--- config.mk ---
export PLATFORM = sky130hd
export DESIGN_NAME = flash_cmd_seq
export DESIGN_NICKNAME = d
export VERILOG_FILES = /design/src/rtl/fcs_pkg.sv /design/src/rtl/fcs_bus_sync.sv /design/src/rtl/fcs_cmd_fsm.sv /design/src/rtl/fcs_array.sv /design/src/rtl/flash_cmd_seq.sv
export SDC_FILE = /design/constraint.sdc
export NUM_CORES = 1
export LEC_CHECK = 0
export BUFFER_PORTS_ARGS = -buffer_cell sky130_fd_sc_hd__buf_2
export CORE_MARGIN = 4
export CORE_UTILIZATION = 45
export DETAILED_ROUTE_END_ITERATION = 6
export PLACE_DENSITY = 0.61
export REMOVE_ABC_BUFFERS = 1
export SLEW_MARGIN = 20
export SYNTH_ARGS = -nofsm -noshare
export SYNTH_HDL_FRONTEND = slang
export SYNTH_HIERARCHICAL = 1
export SYNTH_SLANG_ARGS = --single-unit
--- constraint.sdc ---
create_clock -name clk -period 4 [get_ports clk]
set_input_delay 0.8 -clock clk [delete_from_list [all_inputs] [get_ports clk]]
set_output_delay 0.8 -clock clk [all_outputs]
set_load 0.02 [all_outputs]
--- src/rtl/fcs_pkg.sv ---
package fcs_pkg;
  typedef enum logic [3:0] {
    M_READ, M_SIG, M_ERS_SET, M_ERASE, M_EVFY,
    M_PGM_SET, M_PGM, M_PVFY, M_RST_SET
  } mode_e;

  localparam logic [7:0] C_READ   = 8'h00;
  localparam logic [7:0] C_SIG    = 8'h90;
  localparam logic [7:0] C_ERASE  = 8'h20;
  localparam logic [7:0] C_EVFY   = 8'hA0;
  localparam logic [7:0] C_PGM    = 8'h40;
  localparam logic [7:0] C_PVFY   = 8'hC0;
  localparam logic [7:0] C_RST    = 8'hFF;
  localparam logic [7:0] ID_MAKER = 8'h20;
  localparam logic [7:0] ID_PART  = 8'h07;
endpackage

--- src/rtl/fcs_bus_sync.sv ---
module fcs_bus_sync #(
  parameter int IDX_W  = 6,
  parameter int DATA_W = 8
) (
  input  logic              clk,
  input  logic              rst_n,
  input  logic              hv_ok,
  input  logic              ce_n,
  input  logic              we_n,
  input  logic [IDX_W-1:0]  addr,
  input  logic [DATA_W-1:0] din,
  output logic              wr_stb,
  output logic [IDX_W-1:0]  wr_addr,
  output logic [DATA_W-1:0] wr_data
);
  logic we_q, armed;

  always_ff @(posedge clk or negedge rst_n) begin
    if (!rst_n) begin
      we_q    <= 1'b1;
      armed   <= 1'b0;
      wr_stb  <= 1'b0;
      wr_addr <= '0;
      wr_data <= '0;
    end else begin
      we_q   <= we_n;
      wr_stb <= 1'b0;
      if (!hv_ok) begin
        armed <= 1'b0;
      end else if (we_q && !we_n && !ce_n) begin
        armed   <= 1'b1;
        wr_addr <= addr;
      end else if (!we_q && we_n && armed) begin
        armed   <= 1'b0;
        wr_stb  <= 1'b1;
        wr_data <= din;
      end
    end
  end

  // a completed write needs a fresh fall, so strobes never come back to back
  a_r2_single_strobe: assert property (@(posedge clk) disable iff (!rst_n)
    wr_stb |=> !wr_stb);
endmodule

--- src/rtl/fcs_cmd_fsm.sv ---
module fcs_cmd_fsm
  import fcs_pkg::*;
#(
  parameter int IDX_W       = 6,
  parameter int DATA_W      = 8,
  parameter int TIMER_LIMIT = 1000
) (
  input  logic              clk,
  input  logic              rst_n,
  input  logic              hv_ok,
  input  logic              wr_stb,
  input  logic [IDX_W-1:0]  wr_addr,
  input  logic [DATA_W-1:0] wr_data,
  output mode_e             mode,
  output logic              busy,
  output logic [IDX_W-1:0]  vfy_idx,
  output logic [IDX_W-1:0]  pgm_idx,
  output logic              pgm_we,
  output logic              erase_start,
  output logic              erase_on
);
  localparam int TW = $clog2(TIMER_LIMIT + 1);

  mode_e            mode_q;
  logic             pulse_q;
  logic [TW-1:0]    tmr_q;
  logic [IDX_W-1:0] vfy_q, pgm_q;

  function automatic mode_e decode(input logic [DATA_W-1:0] c);
    case (c)
      C_READ:  return M_READ;
      C_SIG:   return M_SIG;
      C_ERASE: return M_ERS_SET;
      C_EVFY:  return M_EVFY;
      C_PGM:   return M_PGM_SET;
      C_PVFY:  return M_PVFY;
      C_RST:   return M_RST_SET;
      default: return M_READ;
    endcase
  endfunction

  assign pgm_we      = wr_stb && hv_ok && mode_q == M_PGM_SET && wr_data != C_RST;
  assign erase_start = wr_stb && hv_ok && mode_q == M_ERS_SET && wr_data == C_ERASE;
  assign erase_on    = pulse_q && mode_q == M_ERASE;

  always_ff @(posedge clk or negedge rst_n) begin
    if (!rst_n) begin
      mode_q  <= M_READ;
      pulse_q <= 1'b0;
      tmr_q   <= '0;
      vfy_q   <= '0;
      pgm_q   <= '0;
    end else if (!hv_ok) begin
      mode_q  <= M_READ;
      pulse_q <= 1'b0;
      tmr_q   <= '0;
    end else if (wr_stb) begin
      tmr_q   <= '0;
      pulse_q <= 1'b0;
      if (pgm_we) begin
        mode_q  <= M_PGM;
        pulse_q <= 1'b1;
        pgm_q   <= wr_addr;
      end else if (erase_start) begin
        mode_q  <= M_ERASE;
        pulse_q <= 1'b1;
      end else if (mode_q == M_RST_SET && wr_data == C_RST) begin
        mode_q <= M_READ;
      end else begin
        mode_q <= decode(wr_data);
        if (wr_data == C_EVFY) vfy_q <= wr_addr;
      end
    end else if (pulse_q) begin
      if (tmr_q == TW'(TIMER_LIMIT - 1)) begin
        pulse_q <= 1'b0;
        tmr_q   <= '0;
      end else begin
        tmr_q <= tmr_q + 1'b1;
      end
    end
  end

  assign mode    = mode_q;
  assign busy    = pulse_q;
  assign vfy_idx = vfy_q;
  assign pgm_idx = pgm_q;

  // losing high voltage forces array read with no pulse
  a_r1_hv_forces_read: assert property (@(posedge clk) disable iff (!rst_n)
    !hv_ok |=> (mode_q == M_READ && !pulse_q));
  // an accepted program write starts a program pulse
  a_r7_prog_start: assert property (@(posedge clk) disable iff (!rst_n)
    pgm_we |=> (pulse_q && mode_q == M_PGM));
  // a pulse at its last count with no write stops on the next clock
  a_r10_timer_stop: assert property (@(posedge clk) disable iff (!rst_n)
    (pulse_q && hv_ok && !wr_stb && tmr_q == TW'(TIMER_LIMIT - 1)) |=> !pulse_q);
  // a verify write always ends the pulse
  a_r6_verify_ends: assert property (@(posedge clk) disable iff (!rst_n)
    (wr_stb && hv_ok && mode_q != M_PGM_SET && (wr_data == C_EVFY || wr_data == C_PVFY))
      |=> !pulse_q);
endmodule

--- src/rtl/fcs_array.sv ---
module fcs_array #(
  parameter int IDX_W  = 6,
  parameter int DATA_W = 8
) (
  input  logic              clk,
  input  logic              rst_n,
  input  logic              pgm_we,
  input  logic [IDX_W-1:0]  pgm_idx,
  input  logic [DATA_W-1:0] pgm_data,
  input  logic              erase_start,
  input  logic              erase_on,
  input  logic [IDX_W-1:0]  rd_idx,
  output logic [DATA_W-1:0] rd_data
);
  localparam int DEPTH = 1 << IDX_W;

  logic [DATA_W-1:0] mem [DEPTH];
  logic [IDX_W-1:0]  ptr_q;

  always_ff @(posedge clk or negedge rst_n) begin
    if (!rst_n) begin
      for (int i = 0; i < DEPTH; i++) mem[i] <= '1;
      ptr_q <= '0;
    end else begin
      if (erase_start) ptr_q <= '0;
      if (pgm_we) begin
        mem[pgm_idx] <= mem[pgm_idx] & pgm_data;
      end else if (erase_on) begin
        mem[ptr_q] <= '1;
        ptr_q      <= ptr_q + 1'b1;
      end
    end
  end

  assign rd_data = mem[rd_idx];

  // each erase clock leaves the swept byte fully set
  a_r5_erase_fill: assert property (@(posedge clk) disable iff (!rst_n)
    (erase_on && !pgm_we) |=> mem[$past(ptr_q)] == '1);
endmodule

--- src/rtl/flash_cmd_seq.sv ---
module flash_cmd_seq
  import fcs_pkg::*;
#(
  parameter int ADDR_W      = 17,
  parameter int DATA_W      = 8,
  parameter int ARR_AW      = 6,
  parameter int TIMER_LIMIT = 1000
) (
  input  logic              clk,
  input  logic              rst_n,
  input  logic              hv_ok,
  input  logic              ce_n,
  input  logic              oe_n,
  input  logic              we_n,
  input  logic [ADDR_W-1:0] addr,
  input  logic [DATA_W-1:0] din,
  output logic [DATA_W-1:0] dout,
  output logic              dout_en,
  output logic              busy
);
  logic              wr_stb, pgm_we, erase_start, erase_on;
  logic [ARR_AW-1:0] wr_addr, vfy_idx, pgm_idx, rd_idx;
  logic [DATA_W-1:0] wr_data, rd_data, sig_val;
  mode_e             mode;

  fcs_bus_sync #(.IDX_W(ARR_AW), .DATA_W(DATA_W)) u_sync (
    .clk(clk), .rst_n(rst_n), .hv_ok(hv_ok), .ce_n(ce_n), .we_n(we_n),
    .addr(addr[ARR_AW-1:0]), .din(din),
    .wr_stb(wr_stb), .wr_addr(wr_addr), .wr_data(wr_data));

  fcs_cmd_fsm #(.IDX_W(ARR_AW), .DATA_W(DATA_W), .TIMER_LIMIT(TIMER_LIMIT)) u_fsm (
    .clk(clk), .rst_n(rst_n), .hv_ok(hv_ok), .wr_stb(wr_stb),
    .wr_addr(wr_addr), .wr_data(wr_data), .mode(mode), .busy(busy),
    .vfy_idx(vfy_idx), .pgm_idx(pgm_idx), .pgm_we(pgm_we),
    .erase_start(erase_start), .erase_on(erase_on));

  fcs_array #(.IDX_W(ARR_AW), .DATA_W(DATA_W)) u_arr (
    .clk(clk), .rst_n(rst_n), .pgm_we(pgm_we), .pgm_idx(wr_addr),
    .pgm_data(wr_data), .erase_start(erase_start), .erase_on(erase_on),
    .rd_idx(rd_idx), .rd_data(rd_data));

  always_comb begin
    case (mode)
      M_EVFY:  rd_idx = vfy_idx;
      M_PVFY:  rd_idx = pgm_idx;
      default: rd_idx = addr[ARR_AW-1:0];
    endcase
    if (addr == '0)                   sig_val = ID_MAKER;
    else if (addr == ADDR_W'(1))      sig_val = ID_PART;
    else                              sig_val = '0;
  end

  assign dout_en = !ce_n && !oe_n;
  assign dout    = !dout_en ? '0 : (mode == M_SIG ? sig_val : rd_data);
endmodule

==> results.yml, run 1 <==
timing:
  worst_pin_slew_ps: 1200
  report.final.slew_viol_count: 0
  slew_headroom: 0.203
  setup_ws_ps: -822
  setup_viol: 8
  skew_ps: 23.3
  hold_viol: 0
  rsz0062_at_grt: "true"
  post-route-period-util: 1.21
  period_needed_ps: 4820
  timing.fmax_mhz: 207
global_route:
  grt_overflow: 0
  antenna_found_initial: 0
  grt.total_usage: 0.337
  grt_max_degree: 103
  grt_pass1_vias: 25500
  grt_pass1_wl_mm: 183
clocking:
  clk_pin_slew_ps: 60
  clock-sinks: 562
  clock-root-buffer: "clkbuf_16"
  htreeDepth: 2
  clk_path_buf_depth: 3
  cts_inserted_buffers: 61
  cts_tree: "done"
  clock_latency_ps: 650
  cts.hold.buffers_added: 0
die:
  fp.dieArea_um2: 72600
  start_util: 0.456
  die_w_um: 269
  die_y_um: 269
  rows: 95
  design.portCount: 41
  core-area_um2: 67500
synthesis:
  synth_top_area_cell: "dfstp_2"
  syn_avg_cell_area_um2: 11.0
  yosysSeqAreaShare: 0.478
  synth_common_cells: "605 x nor2_1, 523 x a21oi_1, 513 x dfstp_2"
  synth.top_cell.area_share: 0.438
  synth_edf_count: 0
  syn_area_um2: 30800
  synth_area_leaders: "dfstp_2 44%, mux4_2 15%, a21oi_1 8.5%"
  synthArstFlopShare: 1.00
  synth_most_common_cell: "nor2_1"
  yosysWarningCount: 6
  syn-instance-count: 2791
  synth_ff_type: "dfstp_2"
  synth_cell_types: 84
  synth-seq-cells: 562
setup_path:
  end_kind: "output pin"
  critPathMostFrequentCell: "buf_12"
  crit_chain: "and4b_2 -> or2_4 -> o21ai_4 -> buf_12 -> buf_12 -> buf_12 -> mux4_2 -> mux4_2 -> o22ai_1 -> buf_4 -> nor2_1 -> o2bb2ai_1 -> buf_2"
  r2r-end: "u_arr/mem[314]"
  r2r_slack_ps: 280
  slowest_delay_ps: 530
  crit_slowest_cell: "mux4_2"
  crit_path_max_fanout: 10
  startpoint_type: "flip-flop"
  r2r-start: "u_sync/wr_addr[0]"
  cp.arrival_ps: 4020
  crit_start: "u_fsm/mode[1]"
  r2r_cells: 7
  cp.required_ps: 3200
  path_class: "flip-flop to output pin"
placement:
  gp_congestion: 1.04
  hpwl_mm: 90.7
  io_buffers: 40
  dpl_cell_area_um2: 33000
final_layout:
  area_growth_pct: 15.4
  postLayoutCoreUtil: 0.526
  final_cell_area_um2: 35500
  fin_nets: 2946
  drive_above_1_share: 0.407
outcome:
  status: "finished with violations"
  violations: "DRC, setup timing"
detailed_routing:
  drt_iter0_drc: 3536
  routed_via_density: 6.82
  ant_nets: 0
  route.vias.total: 26200
  routed_wirelength_mm: 126
  first_pass_iters: 7
  drc_errors: 1
  avgRoutedWirePerCell_um: 32.9
pwr:
  p_comb_frac: 0.162
  switchingPower_mw: 4.17
  p_seq_frac: 0.412
  clkPwrFrac: 0.426
  p_per_area_nw_per_um2: 403
  power_mw: 14.3
  p_int_mw: 10.1
  switching_share: 0.292
  power.leakage_nw: 13.4
  vdd_drop_max_v: 0.000337
job:
  drv_cap: 0
worst_hold_path:
  hold_path.class: "primary input to asynchronous set/reset pin"
[timing repair]
item / 4_1_cts / 5_1_grt
setup buffers: 6 / 3
setup endpoints to repair: 8 / 8
gates cloned: 2 / 2
resized for setup: 10 / 11
[power groups by stage]
stage	Clock, mW	Sequential, mW	Combinational (mW)
3_5_place_dp	0	5.96	2.20
6_report	6.08	5.89	2.31
5_1_grt	6.42	5.89	2.36
3_3_place_gp	0	5.97	2.19
2_1_floorplan	0	6.12	0.954
4_1_cts	6.19	5.88	2.22
[worst max path at each step]
stage          endpoint  slack [ps]
6_report        dout[0]        -820
5_1_grt         dout[6]        -890
4_1_cts         dout[5]        -750
3_5_place_dp    dout[5]        -170
3_3_place_gp    dout[5]        -160
2_1_floorplan   dout[0]       -9610
[state kept, by name, indices dropped and copies added, names as in the netlist]
name            cells
u_sync/wr_data      8
u_fsm/busy          1
u_fsm/vfy_idx       6
u_sync/wr_addr      6
u_arr/mem         512
u_fsm/tmr_q        10
u_sync/armed        1
u_sync/we_q         1
u_arr/ptr_q         6
u_sync/wr_stb       1
u_fsm/pgm_idx       6
u_fsm/mode          4
[cell type report]
cell class | instances | area (um2)
fillers | 5942 | 32000
clock buffers | 90 | 1860
diodes | 3 | 7.51
clock inverters | 25 | 308
multi-input cells | 2009 | 15000
repair buffers | 256 | 2450
flip-flops and latches | 562 | 14700
well taps | 873 | 1090
inverters | 23 | 86.3
[per-stage QoR]
step                      instances  setup TNS, ps  hold WS (ps)  worst slack (ps)
after floorplan                2594       -1736810           479             -9610
after global placement         3710          -1130           490              -163
after detailed placement       3710          -1170           500              -172
after CTS                      3833          -5850           164              -747
after global routing           3838          -6820           188              -886
final                          3841          -6330           167              -822
[logic make-up (layout without fill, tap and decap cells)]
logic type,after synthesis,in the layout,share of synthesized area
multiplexers,344,344,0.199
buffers and inverters,220,394,0.0383
AND/OR/NAND/NOR,809,809,0.116
AO/OA/AOI/OAI,852,852,0.167
flip-flops,562,562,0.478
adder cells (fa/ha/maj),2,2,0.000814
XOR/XNOR,2,2,0.000570
other,0,3,0
[placed cells by master, fill, tap and decap left out, types with 23 or more instances in the layout]
| master | n |
|---|---|
| mux4_2 | 207 |
| dfstp_2 | 513 |
| dfrtp_1 | 46 |
| buf_4 | 164 |
| clkbuf_16 | 65 |
| mux2_2 | 43 |
| buf_2 | 38 |
| mux2i_1 | 84 |
| inv_1 | 23 |
| o22ai_1 | 91 |
| nand3_1 | 33 |
| nand2_1 | 43 |
| o21ai_0 | 29 |
| buf_12 | 37 |
| a22oi_1 | 37 |
| nor2_1 | 604 |
| a21oi_1 | 523 |
[critical path: cells and delay by family (launching register included)]
family,cells,cell delay (ps)
muxes,2,1030
buffers and inverters,5,810
and+or+nand+nor,3,650
AOI/OAI and AO/OA,3,460
DFF,1,410
[layer usage]
layer  wire [um]  vias to the layer above  track usage
met5           0                        -            0
met4        7500                        0        0.160
met3       13400                      418       0.0829
met2       56300                     1758        0.518
met1       49300                    13400        0.454
li1            -                    10600            -
No activity file was read; power rests on OpenSTA's default activity.
==> run 2: changes to the inputs <==
- PLACE_DENSITY: 0.61 -> unset
==> run 2 against run 1 <==
The flow finishes with violations (setup timing); maximum frequency grew 1.0%; first-iteration DRC count rose by 0.93%; cell count rose by 0.18%; worst setup slack gained 49 ps; clock skew down 2.6 ps; non-clock buffer count grew 6; final area is essentially flat; global-route usage rose by 0.70 points; critical endpoint unchanged.
==> results.yml, run 2 (synthesis results as in run 1) <==
timing:
  setup_ws_ps: -773
  rsz0062_at_grt: "true"
  report.final.slew_viol_count: 0
  timing.fmax_mhz: 210
  slew_headroom: 0.275
  setup_viol: 8
  worst_pin_slew_ps: 1090
  period_needed_ps: 4770
  hold_viol: 0
  post-route-period-util: 1.19
  fin_hold_ws_ps: 246
  skew_ps: 20.7
setup_path:
  end_kind: "output pin"
  critical_path.endpoint: "dout[0]"
  critPathMostFrequentCell: "buf_12"
  crit_start: "u_fsm/mode[0]"
  r2r-start: "u_fsm/mode[3]"
  r2r-end: "u_arr/mem[154]"
  cp.arrival_ps: 3970
  path_class: "flip-flop to output pin"
  slowest_delay_ps: 540
  crit_slowest_cell: "mux4_2"
  r2r_slack_ps: 180
  crit_chain: "and4b_2 -> or2_4 -> o21ai_4 -> buf_12 -> buf_12 -> buf_12 -> mux4_2 -> mux4_2 -> o22ai_2 -> buf_6 -> nor2_1 -> o2bb2ai_1 -> buf_2"
  crit_path_max_fanout: 6
  startpoint_type: "flip-flop"
  cp.required_ps: 3200
  r2r_cells: 11
final_layout:
  drive_above_1_share: 0.412
  layout_commonest_cell: "nor2_1"
  largestRegisters: "u_arr/mem x512, u_fsm/tmr_q x10, u_sync/wr_data x8"
  regMostFlops: "u_arr/mem"
  area_growth_pct: 15.5
  largest_register_ffs: 512
  layout_common_cells: "597 x nor2_1, 523 x a21oi_1, 513 x dfstp_2"
  final_cell_area_um2: 35500
  fin_nets: 2957
detailed_routing:
  drc_errors: 0
  route.vias.total: 26400
  avgRoutedWirePerCell_um: 33.3
  routed_via_density: 6.86
  first_pass_iters: 6
  routed_wirelength_mm: 128
  ant_nets: 0
  drt_iter0_drc: 3569
global_route:
  antenna_found_initial: 4
  grt_max_degree: 103
  grt_pass1_wl_mm: 185
  grt_overflow: 0
  grt.total_usage: 0.344
  grt_pass1_vias: 25700
clocking:
  clock_latency_ps: 620
  cts_inserted_buffers: 66
  cts.hold.buffers_added: 0
  htreeDepth: 3
  clock-root-buffer: "clkbuf_16"
  clock-sinks: 562
  cts_tree: "done"
  clk_path_buf_depth: 3
  clk_pin_slew_ps: 60
pwr:
  p_per_area_nw_per_um2: 397
  vdd_drop_max_v: 0.000276
  power_mw: 14.1
  power.leakage_nw: 13.4
die:
  die_w_um: 269
  rows: 95
  start_util: 0.456
  fp.dieArea_um2: 72600
  die_y_um: 269
  design.portCount: 41
  core-area_um2: 67500
worst_hold_path:
  hold_path.class: "primary input to asynchronous set/reset pin"
placement:
  io_buffers: 40
  pre_cts_ws_ps: -192
  dpl_cell_area_um2: 33100
  gp_congestion: 1.04
  hpwl_mm: 93.0
outcome:
  status: "finished with violations"
  violations: "setup timing"
job:
  drv_cap: 0
[run 2: cell count changes in the layout (fill, tap and decap cells not counted), moves of 5 or more]
cell       delta
clkbuf_16     +6
clkbuf_1      +5
nor2_1        -7
o22ai_1       -6
o22ai_2       +6
clkbuf_8      -6
bufinv_16     -5
nor2_2        +5
buf_4         +6
[run 2: cell type report]
cell class / count / area (um2)
clock buffer: 93 / 1890
tap: 873 / 1090
timing repair buffer: 262 / 2510
fill: 5909 / 32000
sequential: 562 / 14700
antenna: 3 / 7.51
multi-input combinational: 2009 / 15000
clock inverter: 23 / 170
inverter: 23 / 86.3
[run 2: repair_timing]
action,4_1_cts,5_1_grt
gates resized for setup,1,48
pin swaps,0,13
setup buffers,1,8
setup endpoints to repair,8,8
gates cloned,0,4
[run 2: routing by layer]
layer	vias to the layer above	global-route usage	part of all wire
li1	10700	-	-
met1	13600	0.475	0.39
met2	1803	0.514	0.44
met3	403	0.0841	0.11
met4	4	0.167	0.060
met5	-	0	0.00030
[run 2: worst min path at each step]
stage	start	slack (ps)	to
floorplan	u_fsm/tmr_q[0]	480	u_fsm/tmr_q[0]
global placement	u_fsm/pgm_idx[0]	490	u_fsm/pgm_idx[0]
detailed placement	u_fsm/vfy_idx[1]	500	u_fsm/vfy_idx[1]
CTS	rst_n	250	u_fsm/tmr_q[0]
global route	rst_n	280	u_fsm/tmr_q[0]
finish	rst_n	250	u_fsm/tmr_q[0]
[run 2: report_power, final]
group          internal (mW)  total (mW)  leakage (nW)  switching, mW
Clock                   3.37        5.86          1.02           2.48
Combinational          0.775        2.34          6.46           1.57
Sequential              5.75        5.89          5.95          0.139
Total                   9.90        14.1          13.4           4.19
[run 2: worst max-delay path, delay by kind of cell, from the launching register on]
kind / cells / cell delay, ps
AO/OA/AOI/OAI: 3 / 480
buffers and inverters: 5 / 790
flip-flops: 1 / 420
multiplexers: 2 / 1040
AND/OR/NAND/NOR: 3 / 620
[run 2: per-stage QoR]
step / TNS [ps] / instances / utilization
after floorplan: -1736810 / 2594 / -
after global placement: -1180 / 3716 / 0.490
after detailed placement: -1250 / 3716 / 0.490
after CTS: -6000 / 3833 / 0.520
after global routing: -6500 / 3845 / 0.526
final: -5890 / 3848 / 0.526
